<file path="src/rtl/start_poll_pkg.sv">
// Package: shared operation codes, register addresses and status bit
// positions for the host start/poll interface.
package start_poll_pkg;

    // Register addresses (decoded by sp_decode, relied upon by host software)
    localparam int REG_START  = 0;
    localparam int REG_STATUS = 1;
    localparam int REG_CLEAR  = 2;

    // Status word bit positions
    localparam int ST_DONE    = 0;
    localparam int ST_BUSY    = 1;
    localparam int ST_ERR     = 2;
    localparam int ST_TMO     = 3;
    localparam int ST_RES_LSB = 8;

    // Clear register bit positions
    localparam int CLR_ERR = 0;
    localparam int CLR_TMO = 1;

    typedef enum logic [2:0] {
        OP_NONE,
        OP_START,
        OP_POLL,
        OP_CLEAR,
        OP_RD_OTHER,
        OP_WR_OTHER
    } sp_op_e;

    typedef enum logic {
        JOB_IDLE,
        JOB_RUN
    } sp_job_e;

endpackage

</file>
<file path="src/rtl/sp_decode.sv">
// Module: sp_decode
// Turns one host request into an operation code.
// Assumes: req_valid qualifies the other request fields in the same cycle.
module sp_decode
    import start_poll_pkg::*;
#(
    parameter int ADDR_W = 4
) (
    input  logic              req_valid,
    input  logic              req_write,
    input  logic [ADDR_W-1:0] req_addr,
    output sp_op_e            op
);

    localparam logic [ADDR_W-1:0] A_START  = ADDR_W'(REG_START);
    localparam logic [ADDR_W-1:0] A_STATUS = ADDR_W'(REG_STATUS);
    localparam logic [ADDR_W-1:0] A_CLEAR  = ADDR_W'(REG_CLEAR);

    // Classify the request by direction and address
    always_comb begin
        op = OP_NONE;
        if (req_valid) begin
            if (req_write) begin
                if (req_addr == A_START)
                    op = OP_START;
                else if (req_addr == A_CLEAR)
                    op = OP_CLEAR;
                else
                    op = OP_WR_OTHER;
            end else begin
                if (req_addr == A_STATUS)
                    op = OP_POLL;
                else
                    op = OP_RD_OTHER;
            end
        end
    end

endmodule

</file>
<file path="src/rtl/sp_job.sv">
// Module: sp_job
// Job state: accepts starts while idle, emits a one-cycle start pulse with
// the argument word, waits for the engine's done, captures its result and
// keeps the done and sticky error flags.
// Assumes: start_req and clr_err come from one decoded request, so they
// are never high together.
module sp_job
    import start_poll_pkg::*;
#(
    parameter int DATA_W = 32,
    parameter int RES_W  = 8
) (
    input  logic              clk,
    input  logic              rst_n,
    input  logic              start_req,
    input  logic [DATA_W-1:0] start_arg,
    input  logic              clr_err,
    input  logic              eng_done,
    input  logic [RES_W-1:0]  eng_result,
    output logic              accept,
    output logic              busy,
    output logic              done,
    output logic              err,
    output logic [RES_W-1:0]  result,
    output logic              eng_start,
    output logic [DATA_W-1:0] eng_arg
);

    sp_job_e state_q;
    logic    finish;

    // Accept a start only while idle; finish only a running job
    always_comb begin
        accept = start_req && (state_q == JOB_IDLE);
        finish = eng_done && (state_q == JOB_RUN);
        busy   = (state_q == JOB_RUN);
    end

    // Job state transitions
    always_ff @(posedge clk) begin
        if (!rst_n)
            state_q <= JOB_IDLE;
        else if (accept)
            state_q <= JOB_RUN;
        else if (finish)
            state_q <= JOB_IDLE;
    end

    // One-cycle start pulse and argument register toward the engine
    always_ff @(posedge clk) begin
        if (!rst_n) begin
            eng_start <= 1'b0;
            eng_arg   <= '0;
        end else begin
            eng_start <= accept;
            if (accept)
                eng_arg <= start_arg;
        end
    end

    // Done flag and captured result code
    always_ff @(posedge clk) begin
        if (!rst_n) begin
            done   <= 1'b0;
            result <= '0;
        end else if (accept) begin
            done <= 1'b0;
        end else if (finish) begin
            done   <= 1'b1;
            result <= eng_result;
        end
    end

    // Sticky error for a start written while busy
    always_ff @(posedge clk) begin
        if (!rst_n)
            err <= 1'b0;
        else if (clr_err)
            err <= 1'b0;
        else if (start_req && (state_q == JOB_RUN))
            err <= 1'b1;
    end

endmodule

</file>
<file path="src/rtl/sp_retry.sv">
// Module: sp_retry
// Retry budget: counts status polls answered with retry during one job and
// raises a timeout flag when a poll arrives with the budget spent.
// Assumes: MAX_RETRY >= 1; the count restarts on each accepted start.
module sp_retry #(
    parameter int MAX_RETRY = 1000
) (
    input  logic clk,
    input  logic rst_n,
    input  logic accept,
    input  logic poll,
    input  logic busy,
    input  logic clr_tmo,
    output logic retry_now,
    output logic tmo_fire,
    output logic tmo,
    output logic [$clog2(MAX_RETRY+1)-1:0] count
);

    localparam int CNT_W = $clog2(MAX_RETRY + 1);
    localparam logic [CNT_W-1:0] CNT_MAX = CNT_W'(MAX_RETRY);

    logic budget_left;

    // Decide between retry and timeout for a poll while busy
    always_comb begin
        budget_left = (count != CNT_MAX);
        retry_now   = poll && busy && !tmo && budget_left;
        tmo_fire    = poll && busy && !tmo && !budget_left;
    end

    // Retry counter for the current job
    always_ff @(posedge clk) begin
        if (!rst_n)
            count <= '0;
        else if (accept)
            count <= '0;
        else if (retry_now)
            count <= count + 1'b1;
    end

    // Timeout flag, cleared by a new job or by the host
    always_ff @(posedge clk) begin
        if (!rst_n)
            tmo <= 1'b0;
        else if (accept || clr_tmo)
            tmo <= 1'b0;
        else if (tmo_fire)
            tmo <= 1'b1;
    end

endmodule

</file>
<file path="src/rtl/start_poll_if.sv">
// Module: start_poll_if
// Slave-only register interface: host starts an in-memory engine by writing
// the start register and polls a status register; polls during a running
// job are answered with retry until the retry budget is spent.
// Assumes: one request per cycle at most, every request is accepted, and
// the response is registered one cycle later.
module start_poll_if
    import start_poll_pkg::*;
#(
    parameter int ADDR_W    = 4,
    parameter int DATA_W    = 32,
    parameter int RES_W     = 8,
    parameter int MAX_RETRY = 1000
) (
    input  logic              clk,
    input  logic              rst_n,
    input  logic              req_valid,
    input  logic              req_write,
    input  logic [ADDR_W-1:0] req_addr,
    input  logic [DATA_W-1:0] req_wdata,
    output logic              rsp_valid,
    output logic              rsp_retry,
    output logic [DATA_W-1:0] rsp_rdata,
    output logic              eng_start,
    output logic [DATA_W-1:0] eng_arg,
    input  logic              eng_done,
    input  logic [RES_W-1:0]  eng_result
);

    localparam int CNT_W = $clog2(MAX_RETRY + 1);

    sp_op_e             op;
    logic               accept;
    logic               busy_q;
    logic               done_q;
    logic               err_q;
    logic [RES_W-1:0]   result_q;
    logic               retry_now;
    logic               tmo_fire;
    logic               tmo_q;
    logic [CNT_W-1:0]   retry_cnt;
    logic               clr_err;
    logic               clr_tmo;
    logic [DATA_W-1:0]  status_word;

    // Clear-register bit selection
    always_comb begin
        clr_err = (op == OP_CLEAR) && req_wdata[CLR_ERR];
        clr_tmo = (op == OP_CLEAR) && req_wdata[CLR_TMO];
    end

    sp_decode #(.ADDR_W(ADDR_W)) dec_i (
        .req_valid (req_valid),
        .req_write (req_write),
        .req_addr  (req_addr),
        .op        (op)
    );

    sp_job #(.DATA_W(DATA_W), .RES_W(RES_W)) job_i (
        .clk        (clk),
        .rst_n      (rst_n),
        .start_req  (op == OP_START),
        .start_arg  (req_wdata),
        .clr_err    (clr_err),
        .eng_done   (eng_done),
        .eng_result (eng_result),
        .accept     (accept),
        .busy       (busy_q),
        .done       (done_q),
        .err        (err_q),
        .result     (result_q),
        .eng_start  (eng_start),
        .eng_arg    (eng_arg)
    );

    sp_retry #(.MAX_RETRY(MAX_RETRY)) rty_i (
        .clk       (clk),
        .rst_n     (rst_n),
        .accept    (accept),
        .poll      (op == OP_POLL),
        .busy      (busy_q),
        .clr_tmo   (clr_tmo),
        .retry_now (retry_now),
        .tmo_fire  (tmo_fire),
        .tmo       (tmo_q),
        .count     (retry_cnt)
    );

    // Assemble the status word, including a timeout raised by this poll
    always_comb begin
        status_word                         = '0;
        status_word[ST_DONE]                = done_q;
        status_word[ST_BUSY]                = busy_q;
        status_word[ST_ERR]                 = err_q;
        status_word[ST_TMO]                 = tmo_q || tmo_fire;
        status_word[ST_RES_LSB +: RES_W]    = result_q;
    end

    // Registered response: one per request, retry or data
    always_ff @(posedge clk) begin
        if (!rst_n) begin
            rsp_valid <= 1'b0;
            rsp_retry <= 1'b0;
            rsp_rdata <= '0;
        end else begin
            rsp_valid <= req_valid;
            rsp_retry <= retry_now;
            rsp_rdata <= ((op == OP_POLL) && !retry_now) ? status_word : '0;
        end
    end

endmodule

</file>
<file path="config.mk">
export PLATFORM = sky130hd
export DESIGN_NAME = start_poll_if
export DESIGN_NICKNAME = d
export VERILOG_FILES = /design/src/rtl/start_poll_pkg.sv /design/src/rtl/sp_decode.sv /design/src/rtl/sp_job.sv /design/src/rtl/sp_retry.sv /design/src/rtl/start_poll_if.sv
export SDC_FILE = /design/constraint.sdc
export NUM_CORES = 1
export LEC_CHECK = 0
export ABC_CLOCK_PERIOD_IN_PS = 2150
export BUFFER_PORTS_ARGS = -buffer_cell sky130_fd_sc_hd__buf_2
export CORE_ASPECT_RATIO = 0.75
export CORE_MARGIN = 5
export CORE_UTILIZATION = 45
export DETAILED_ROUTE_END_ITERATION = 6
export MAX_ROUTING_LAYER = met4
export PLACE_DENSITY = 0.78
export SYNTH_ARGS = -nofsm -noshare
export SYNTH_HDL_FRONTEND = slang
export SYNTH_SLANG_ARGS = --single-unit
</file>
<file path="constraint.sdc">
create_clock -name clk -period 2.15 [get_ports clk]
set_input_delay 0.215 -clock clk [delete_from_list [all_inputs] [get_ports clk]]
set_output_delay 0.215 -clock clk [all_outputs]
set_load 0.005 [all_outputs]
</file>
* Word-level counts from Yosys, hierarchy flattened
Index checks and enable logic that the tools add are counted.
Storage, ports and cells: output and inout bits 67, input bits 49, bits in registers 89
Operators by class: multiplexer cells 7, bitwise logic cells 3, add/subtract/negate cells 1, eq/ne operators 6, reduce and logical (&&, ||, !) cells 22
Operator list (number):
- $mux W3 | 5
- $add A10 B1 Y10 const B | 1
- $logic_and A1 B1 Y1 | 10
- $ne A10 B10 Y1 const B | 1
- $eq A3 B2 Y1 const B | 2
- $reduce_or A2 Y1 | 3
- $eq A4 B1 Y1 const B | 1
- $eq A4 B2 Y1 const B | 1
- $logic_not A4 Y1 | 1
- $reduce_and A2 Y1 | 2
- $eq A3 B1 Y1 const B | 1
- $logic_not A1 Y1 | 3
- $not A1 Y1 | 3
- $logic_or A1 B1 Y1 | 2
- $mux W1 | 2
- $reduce_bool A2 Y1 | 1

* Logic depth before layout (Yosys ltp)
Gate-level depths: netlist of run 1.
depth in word-level cells 12, depth in mapped cells 7, mapped depth without buffers 6

* Modules after synthesis
From an unflattened synthesis of run 1, not the netlist that was laid out.
Second synthesis, totals: cell total of the unflattened synthesis 317, area total of the unflattened synthesis 2981.6 um^2
Modules (own cells, without submodules):
- sp_job | area an instance 1732.9 um^2, instances 1, cells an instance 189, sequential area each 880.8 um^2
- start_poll_if | area an instance 599.3 um^2, instances 1, cells an instance 57, sequential area each 280.3 um^2
- sp_retry | area an instance 585.6 um^2, instances 1, cells an instance 62, sequential area each 220.2 um^2
- sp_decode | area an instance 63.8 um^2, instances 1, cells an instance 9, sequential area each 0.0 um^2

* Worst setup path after synthesis of run 1
No wires, ideal clock.
path type register -> register, start point register job_i.state_q, in the netlist job_i.busy, end point register rty_i.count[2], period minus slack after synthesis 1602 ps, arrival time 1486 ps, data required time 2034 ps, setup slack 548 ps, buffers on the path 1, cell stages (with the launch flop) 6, cell sequence dfxtp_1 > buf_6 > or4b_4 > o21ai_4 > nor4_1 > a31o_2
On the way: longest elaborated chain between the ends 3
Ends and longest elaborated chain:
- start, declared | RTL line sp_job.sv:29 | sp_job_e state_q;
- start signal, assigned | RTL line sp_job.sv:42 | state_q <= JOB_IDLE;
- start signal, assigned | RTL line sp_job.sv:44 | state_q <= JOB_RUN;
- start signal, assigned | RTL line sp_job.sv:46 | state_q <= JOB_IDLE;
- $not A1 Y1 / $logic_and A1 B1 Y1 (equally long branches) | RTL line sp_job.sv:34, sp_retry.sv:28
- $logic_and A1 B1 Y1 (on tied branches) | RTL line sp_job.sv:34, sp_retry.sv:28
- $reduce_or A2 Y1 (no source line) / $logic_and A1 B1 Y1 (equally long branches)
- end signal, assigned | RTL line sp_retry.sv:39 | count <= count + 1'b1;
- end, declared | RTL line sp_retry.sv:17 | output logic [$clog2(MAX_RETRY+1)-1:0] count
Several ways; a longest one is shown, not always the timed one. A chain may end at the register's enable or synchronous reset.

* Worst setup path after layout of run 1
start point register rty_i.count[0], end point register rty_i.count[5]
On the way: longest elaborated chain between the ends 2
Ends and longest elaborated chain:
- branches (longest 2 deep; another with $add A10 B1 Y10)
Parallel ways; which one is timed is not known.

==> impl_results.md, run 1 <==
- Mapped Avg Cell Area: 10.6 µm²
- Internal: 1.92 mW
- Fin crit share: 80.4%
- Placed Area: 0.00309 mm²
- Final Max Slew Viols: 0
- # rows: 24
- Critical path fanouts, max: 5
- Post-CTS sizing: 0
- Fin crit period: between 1500 and 2000 ps
- Largest net degree at the start of global routing: 34
- Worst Setup SP: rty_i.count[0]$_SDFFE_PP0P_
- Final ANT Viol Nets: 0
- Clock Latency Late Sink: between 300 and 400 ps
- Seq/Total Area, Yosys: 52.5%
- Core ar.: ~0.0057 mm²
- Mapped Cells: about 250
- Via total after detailed routing: about 2100
- Worst-path clk slew: 70 ps
- # setup viols final: 0
- Die area: approximately 0.0075 mm²
- CP Capture Type: register
- GRT Util Overall: 16.8%
- Hold_sp: req_wdata[26]
- Initial Utilization: 45.9%
- Max-cap violations: 0
- Worst VDD drop: approximately 430 µV
- Drt total wl: 5.85 mm
- CTS tree: yes
- Die height: 76.2 µm
- PD cells: 744 mW/mm²
- Yosys reg bits: 69
- Syn Std Cell Area: 0.00263 mm²
- Leakage power: ~1.5 nW
- Psw: about 520 µW
- Netlist cell types: 45
- Routability cong.: about 0.88
- Share of layout cells above drive strength 1: between 30% and 40%
- Post-CTS Setup Inserts: 0
- Root buffer cell: clkbuf_8
- Ys Warns: 0
- Diodes inserted: 0
- Final instance area: approximately 0.0033 mm²
- Num CTS Buffers: 9
- Worst setup SP type: register
- Hold Vio Cnt, Final: 0
- Vias in the first global route: 2106
- Clock share of power: 42.8%
- Drt first pass iters: 4
- Max stage delay on crit path: roughly 500 ps
- DP HPWL: 4.41 mm
- Combinational share of power: between 4 and 5%
- Maximum clock frequency: 0.578 GHz
- Post-CTS Hold Buffers: 0
- Outcome: completed
- Synth-to-Final Area Change: 24.9%
- Sw frac: 21.4%
- Unrepaired setup endpoints after global routing: false
- DR iter-0 viols: 83
- Clk sinks: between 60 and 70
- Clk_skew: ~3.4 ps
- CP arrival: approximately 2000 ps
- RR Startpoint: rty_i.count[0]$_SDFFE_PP0P_
- WL/cell: 13.7 µm
- Critical path's slowest cell: or4_1
- Most common cell after layout, fill and taps aside: buf_2
- Req. time, crit path: 2420 ps
- H-tree Lvls: 3
- Congestion Overflow GR: 0
- IO buf count: 95
- Worst min-delay path category: in -> reg
- Clock Path Buffers: 2
- Sum Neg Setup Slack: 0 ps
- Sequential share of power: 52.7%
- DRC errors left: 0
- Boundary pin count: 116
- Setup CP Type: reg -> reg
- Critical path cell sequence: inv_1 > ha_1 > nand4b_1 > nor4_2 > buf_4 > or4_1 > a21oi_1
- Initial antenna violation count: 0
- DIE WIDTH: 98.3 µm
- First-pass GRT wire length: between 9 and 10 mm
- Commonest non-fill, non-tap cells in the layout: buf_2 (95), dfxtp_1 (69), a22o_1 (23), conb_1 (20), a21oi_1 (17)
- Vias per cell: 4.90
- # nets final: roughly 400
cell usage after synthesis (all sizes together):
library cell  instances  area, µm²
or3                   5       31.3
nor4                  2       18.8
or4                   1       7.51
nand4                 3       18.8
dfxtp                69       1380
o211ai                1       7.51
nor3                  3       26.3
buf                  29        219
nand4b                1       8.76
nand2                15       56.3
nor3b                 3       22.5
nand2b                1       6.26
nor2                  3       11.3
o31ai                 3       22.5
nor2b                 2       12.5
mux2i                 1       10.0
and4bb                1       12.5
o2111a                1       11.3
inv                   6       22.5
o21ai                 6       41.3
nand3                11       55.1
a31o                  1       8.76
clkbuf                4       15.0
ha                    2       25.0
a311oi                2       17.5
a22o                 32        292
and2                 13       81.3
and3                  1       6.26
xor2                  1       8.76
or4b                  1       13.8
a41oi                 1       8.76
or3b                  1       11.3
a21oi                18       93.8
conb                  1       3.75
nor4b                 2       32.5
and4                  1       8.76
power groups by stage:
stage	logic, mW	registers [mW]	clock network, mW
3_3_place_gp	0.110	1.32	0
2_1_floorplan	0.0732	1.32	0
5_1_grt	0.125	1.29	1.14
4_1_cts	0.112	1.29	1.08
6_report	0.112	1.29	1.05
3_5_place_dp	0.111	1.32	0
stage by stage:
step	power, mW	std cells	hold WS (ps)	setup slack [ps]	util, %
final	2.44	428	80.3	421	57.3
after global routing	2.55	428	71.0	281	57.3
after CTS	2.48	428	62.2	424	57.3
after detailed placement	1.43	413	430	467	53.8
after global placement	1.43	413	425	499	53.8
after floorplan	1.39	267	322	548	-
cell type report:
cell class,count,area [µm²]
clock buffer,11,151
clock inverter,4,47.5
fill,496,2450
inverter,6,22.5
multi-input combinational,159,1060
sequential,69,1380
tap,78,97.6
timing repair buffer,101,520
cells by family (layout without fill, tap and decap cells):
| kind of cell | after synthesis | after routing | share of synthesized area, % |
|---|---|---|---|
| AND/OR/NAND/NOR | 70 | 70 | 16.8 |
| flip-flops | 69 | 69 | 52.5 |
| AO/OA/AOI/OAI | 65 | 65 | 19.1 |
| buffers and inverters | 39 | 122 | 9.75 |
| adder cells (fa/ha/maj) | 2 | 2 | 0.951 |
| other | 1 | 20 | 0.143 |
| XOR/XNOR | 1 | 1 | 0.333 |
| multiplexers | 1 | 1 | 0.381 |
final timing paths:
path	to	slack, ps	cells past startpoint
worst max-delay path	rty_i.count[5]$_SDFFE_PP0P_	420	7
worst min-delay path	job_i.eng_arg[26]$_SDFFE_PN0P_	80	2
worst max register to register	rty_i.count[5]$_SDFFE_PP0P_	420	7
worst min register to register	job_i.result[4]$_SDFFE_PN0P_	450	2
metal layers:
layer / vias to the layer above / global-route usage (%) / wire length (µm)
li1: 1052 / - / -
met1: 982 / 19.3 / 2530
met2: 50 / 27.5 / 2920
met3: 13 / 4.94 / 296
met4: 0 / 7.09 / 106
met5: - / - / 0
worst max-delay path: cells and delay by family (launching register included):
kind | cells | cell delay (ps)
AOI/OAI and AO/OA | 1 | 150
adders and majority gates | 1 | 200
buffers and inverters | 2 | 220
DFF | 1 | 390
and+or+nand+nor | 3 | 700
sequential cells by signal (all words and copies together) (netlist names):
register and count:
job_i.done 1, job_i.result 8, rty_i.count 10, rty_i.tmo 1, job_i.eng_start 1, rsp_valid 1, rsp_rdata 12, job_i.err 1
job_i.eng_arg 32, job_i.busy 1, rsp_retry 1
Power figures use the tool's default switching activity.
==> inputs of run 2 (changes only) <==
--- a/config.mk
+++ b/config.mk
@@ -5,14 +5,15 @@
 export SDC_FILE = /design/constraint.sdc
 export NUM_CORES = 1
 export LEC_CHECK = 0
-export ABC_CLOCK_PERIOD_IN_PS = 2150
+export ABC_AREA = 1
+export ABC_CLOCK_PERIOD_IN_PS = 1700
 export BUFFER_PORTS_ARGS = -buffer_cell sky130_fd_sc_hd__buf_2
 export CORE_ASPECT_RATIO = 0.75
 export CORE_MARGIN = 5
 export CORE_UTILIZATION = 45
 export DETAILED_ROUTE_END_ITERATION = 6
 export MAX_ROUTING_LAYER = met4
-export PLACE_DENSITY = 0.78
+export PLACE_DENSITY = 0.76
 export SYNTH_ARGS = -nofsm -noshare
 export SYNTH_HDL_FRONTEND = slang
 export SYNTH_SLANG_ARGS = --single-unit
==> constraint.sdc (replaced) <==
create_clock -name clk -period 1.7 [get_ports clk]
set_input_delay 0.17 -clock clk [delete_from_list [all_inputs] [get_ports clk]]
set_output_delay 0.17 -clock clk [all_outputs]
set_load 0.005 [all_outputs]
==> impl_results.md, run 2 <==
- Diodes inserted: 0 (unchanged)
- Drt total wl: 6.64 mm (was 5.85 mm)
- Sequential cell area: 0.00138 mm² (unchanged)
- Worst VDD drop: 588 µV (was 433 µV)
- Via total after detailed routing: 2591 (was 2097)
- Core ar.: 0.00619 mm² (was 0.00574 mm²)
- Share of layout cells above drive strength 1: 28.2% (was 38.3%)
- CP Capture Type: register (unchanged)
- Drt first pass iters: 4 (unchanged)
- Clk sinks: 69 (unchanged)
- Fill count: 568 (was 496)
- Max FFs per register: 32 (unchanged)
- Multi-input logic area: 0.00115 mm² (was 0.00106 mm²)
- WL/cell: 11.9 µm (was 13.7 µm)
- Most common cell after layout, fill and taps aside: buf_2 (unchanged)
- Fin crit share: 87.4% (was 80.4%)
- Met3 Use GR: 5.68% (was 4.94%)
- Yosys reg bits: 69 (unchanged)
- Final Max Slew Viols: 0 (unchanged)
- Mapped Cells: 364 (was 248)
- Syn Std Cell Area: 0.00282 mm² (was 0.00263 mm²)
- DP Cell Count: 530 (was 413)
- DRC errors left: 0 (unchanged)
- Commonest non-fill, non-tap cells in the layout: buf_2 (95), nand2_1 (91), dfxtp_1 (69), nand3_1 (50), nor2_1 (28) (was buf_2 (95), dfxtp_1 (69), a22o_1 (23), conb_1 (20), a21oi_1 (17))
- Unrepaired setup endpoints after global routing: false (unchanged)
- Asr flop ratio synth: 0% (unchanged)
- # nets final: 522 (was 397)
- Internal: 2.54 mW (was 1.92 mW)
- Boundary pin count: 116 (unchanged)
- Largest Register: job_i.eng_arg (unchanged)
- Final ANT Viol Nets: 0 (unchanged)
- Worst setup SP type: register (unchanged)
- CP arrival: 1730 ps (was 2000 ps)
- H-tree Lvls: 3 (unchanged)
- Post-CTS Setup Inserts: 0 (unchanged)
- Post-CTS Hold Buffers: 11 (was 0)
- Outcome: completed (unchanged)
- Clock Latency Late Sink: 340 ps (was 330 ps)
- Die area: 0.00797 mm² (was 0.00749 mm²)
- DIE WIDTH: 101 µm (was 98.3 µm)
- Met1 Usage GRT: 19.7% (was 19.3%)
- Sw frac: 22.6% (was 21.4%)
- Largest regs: job_i.eng_arg: 32 flops, rsp_rdata: 12 flops, rty_i.count: 10 flops (unchanged)
- Met2 Usage GRT: 27.5% (about the same)
- Ys Warns: 0 (unchanged)
- Synth top cells by count: nand2_1 (91), dfxtp_1 (69), nand3_1 (50) (was dfxtp_1 (69), a22o_1 (23), buf_4 (20))
- Setup CP Type: reg -> reg (unchanged)
- Post-synth top area share: 49.0% (was 52.5%)
- Mapped Avg Cell Area: 7.75 µm² (was 10.6 µm²)
- DR iter-0 viols: 114 (was 83)
- Total power: 3.28 mW (was 2.44 mW)
- Vias in the first global route: 2398 (was 2106)
- Req. time, crit path: 1940 ps (was 2420 ps)
- Clock Path Buffers: 2 (unchanged)
- Post-CTS sizing: 0 (unchanged)
- Initial antenna violation count: 0 (unchanged)
- Most common cell in the netlist: nand2_1 (was dfxtp_1)
- CTS tree: yes (unchanged)
- Leakage power: 1.83 nW (was 1.48 nW)
- Num CTS Buffers: 9 (unchanged)
- Combinational share of power: 5.2% (was 4.6%)
- Root buffer cell: clkbuf_8 (unchanged)
- Initial Utilization: 45.6% (was 45.9%)
- Congestion Overflow GR: 0 (unchanged)
- Synth-to-Final Area Change: 27.8% (was 24.9%)
- Die height: 78.6 µm (was 76.2 µm)
- Worst Max-Slew Pin Slew: 510 ps
- Worst-path clk slew: 80 ps (was 70 ps)
- Max-cap violations: 0 (unchanged)
- GRT Util Overall: 17.0% (was 16.8%)
- Ys flop type: dfxtp_1 (unchanged)
- Most Crowded Layer GR: met2 (unchanged)
- Clk_skew: 9.46 ps (was 3.36 ps)
- DP HPWL: 4.68 mm (was 4.41 mm)
- PD cells: 910 mW/mm² (was 744 mW/mm²)
- Worst min-delay path category: in -> reg (unchanged)
- Seq/Total Area, Yosys: 49.0% (was 52.5%)
- First-pass GRT wire length: 10.6 mm (was 9.95 mm)
- Netlist cell types: 26 (was 45)
- Psw: 741 µW (was 523 µW)
- Maximum clock frequency: 0.673 GHz (was 0.578 GHz)
- Clock share of power: 45.0% (was 42.8%)
- Max-slew headroom: 65.9%
- Setup WS post-layout: 214 ps (was 421 ps)
- Fin crit period: 1490 ps (was 1730 ps)
- Largest net degree at the start of global routing: 41 (was 34)
- Vias per cell: 4.65 (was 4.90)
- Number of flops mapped to enable cells by yosys: 0 (unchanged)
- Hold_ws: 15.9 ps (was 80.3 ps)
- Critical path fanouts, max: 11 (was 5)
- IO buf count: 95 (unchanged)
- # setup viols final: 0 (unchanged)
- Routability cong.: 0.931 (was 0.878)
- Hold Vio Cnt, Final: 0 (unchanged)
- # rows: 25 (was 24)
- Yosys top cell by area: dfxtp_1 (unchanged)
- Sequential share of power: 49.9% (was 52.7%)
- Non-Filler Instances: 557 (was 428)
- Sum Neg Setup Slack: 0 ps (unchanged)
- Pre-CTS WS: 128 ps (was 467 ps)
- Synth area leaders: dfxtp_1 (49%), nand2_1 (12%), nand3_1 (8.9%) (was dfxtp_1 (53%), a22o_1 (7.7%), buf_4 (5.7%))
==> run 2: stage by stage <==
stage / util [%] / instance area, µm²
floorplan: - / 2890
finish: 58.2 / 3610
CTS: 58.2 / 3610
global route: 58.2 / 3610
global placement: 52.9 / 3270
detailed placement: 52.9 / 3270
==> run 2: worst paths after layout <==
check	cells past startpoint	startpoint	to	slack, ps
max reg2reg	9	rty_i.count[0]$_SDFFE_PP0P_	rty_i.tmo$_SDFFE_PP0P_	210
min reg2reg	2	job_i.result[7]$_SDFFE_PN0P_	rsp_rdata[15]$_SDFF_PN0_	430
max	9	rty_i.count[0]$_SDFFE_PP0P_	rty_i.tmo$_SDFFE_PP0P_	210
min	3	req_wdata[27]	job_i.eng_arg[27]$_SDFFE_PN0P_	20
==> run 2: cell families after synthesis <==
logic type	after synthesis	synth area share (%)
AOI/OAI and AO/OA	30	5.32
xor gates and xnor gates	3	0.931
adders and majority gates	2	0.887
buffers and inverters	66	12.9
DFF	69	49.0
other	1	0.133
and+or+nand+nor	193	30.9
==> run 2: final cells by class <==
class                   count  area share [%]
flip-flops and latches     69            38.3
multi-input cells         248            31.8
repair buffers            114            17.9
clock buffers               9            3.43
inverters                  29            3.02
well taps                  81            2.81
clock inverters             7            2.74
==> run 2: metal layers <==
layer	routed length [µm]	vias up	share of wire [%]
met5	0	-	0
met4	92	0	1.4
li1	-	1328	-
met2	3040	90	46
met1	2980	1163	45
met3	527	10	7.9
==> run 2: worst max-delay path: stages (launching register included) <==
cell	delay, ps
dfxtp_1	450
inv_1	100
ha_1	200
nand2_1	60
nor2_1	40
nand3_1	100
buf_4	190
nor3_1	70
nor2_1	120
nor2_1	60
==> run 2: power by group through the flow <==
stage / Combinational, mW / Sequential, mW / Clock (mW)
floorplan: 0.0993 / 1.67 / 0
global placement: 0.147 / 1.67 / 0
detailed placement: 0.148 / 1.67 / 0
CTS: 0.168 / 1.64 / 1.52
global route: 0.191 / 1.64 / 1.59
finish: 0.170 / 1.64 / 1.48
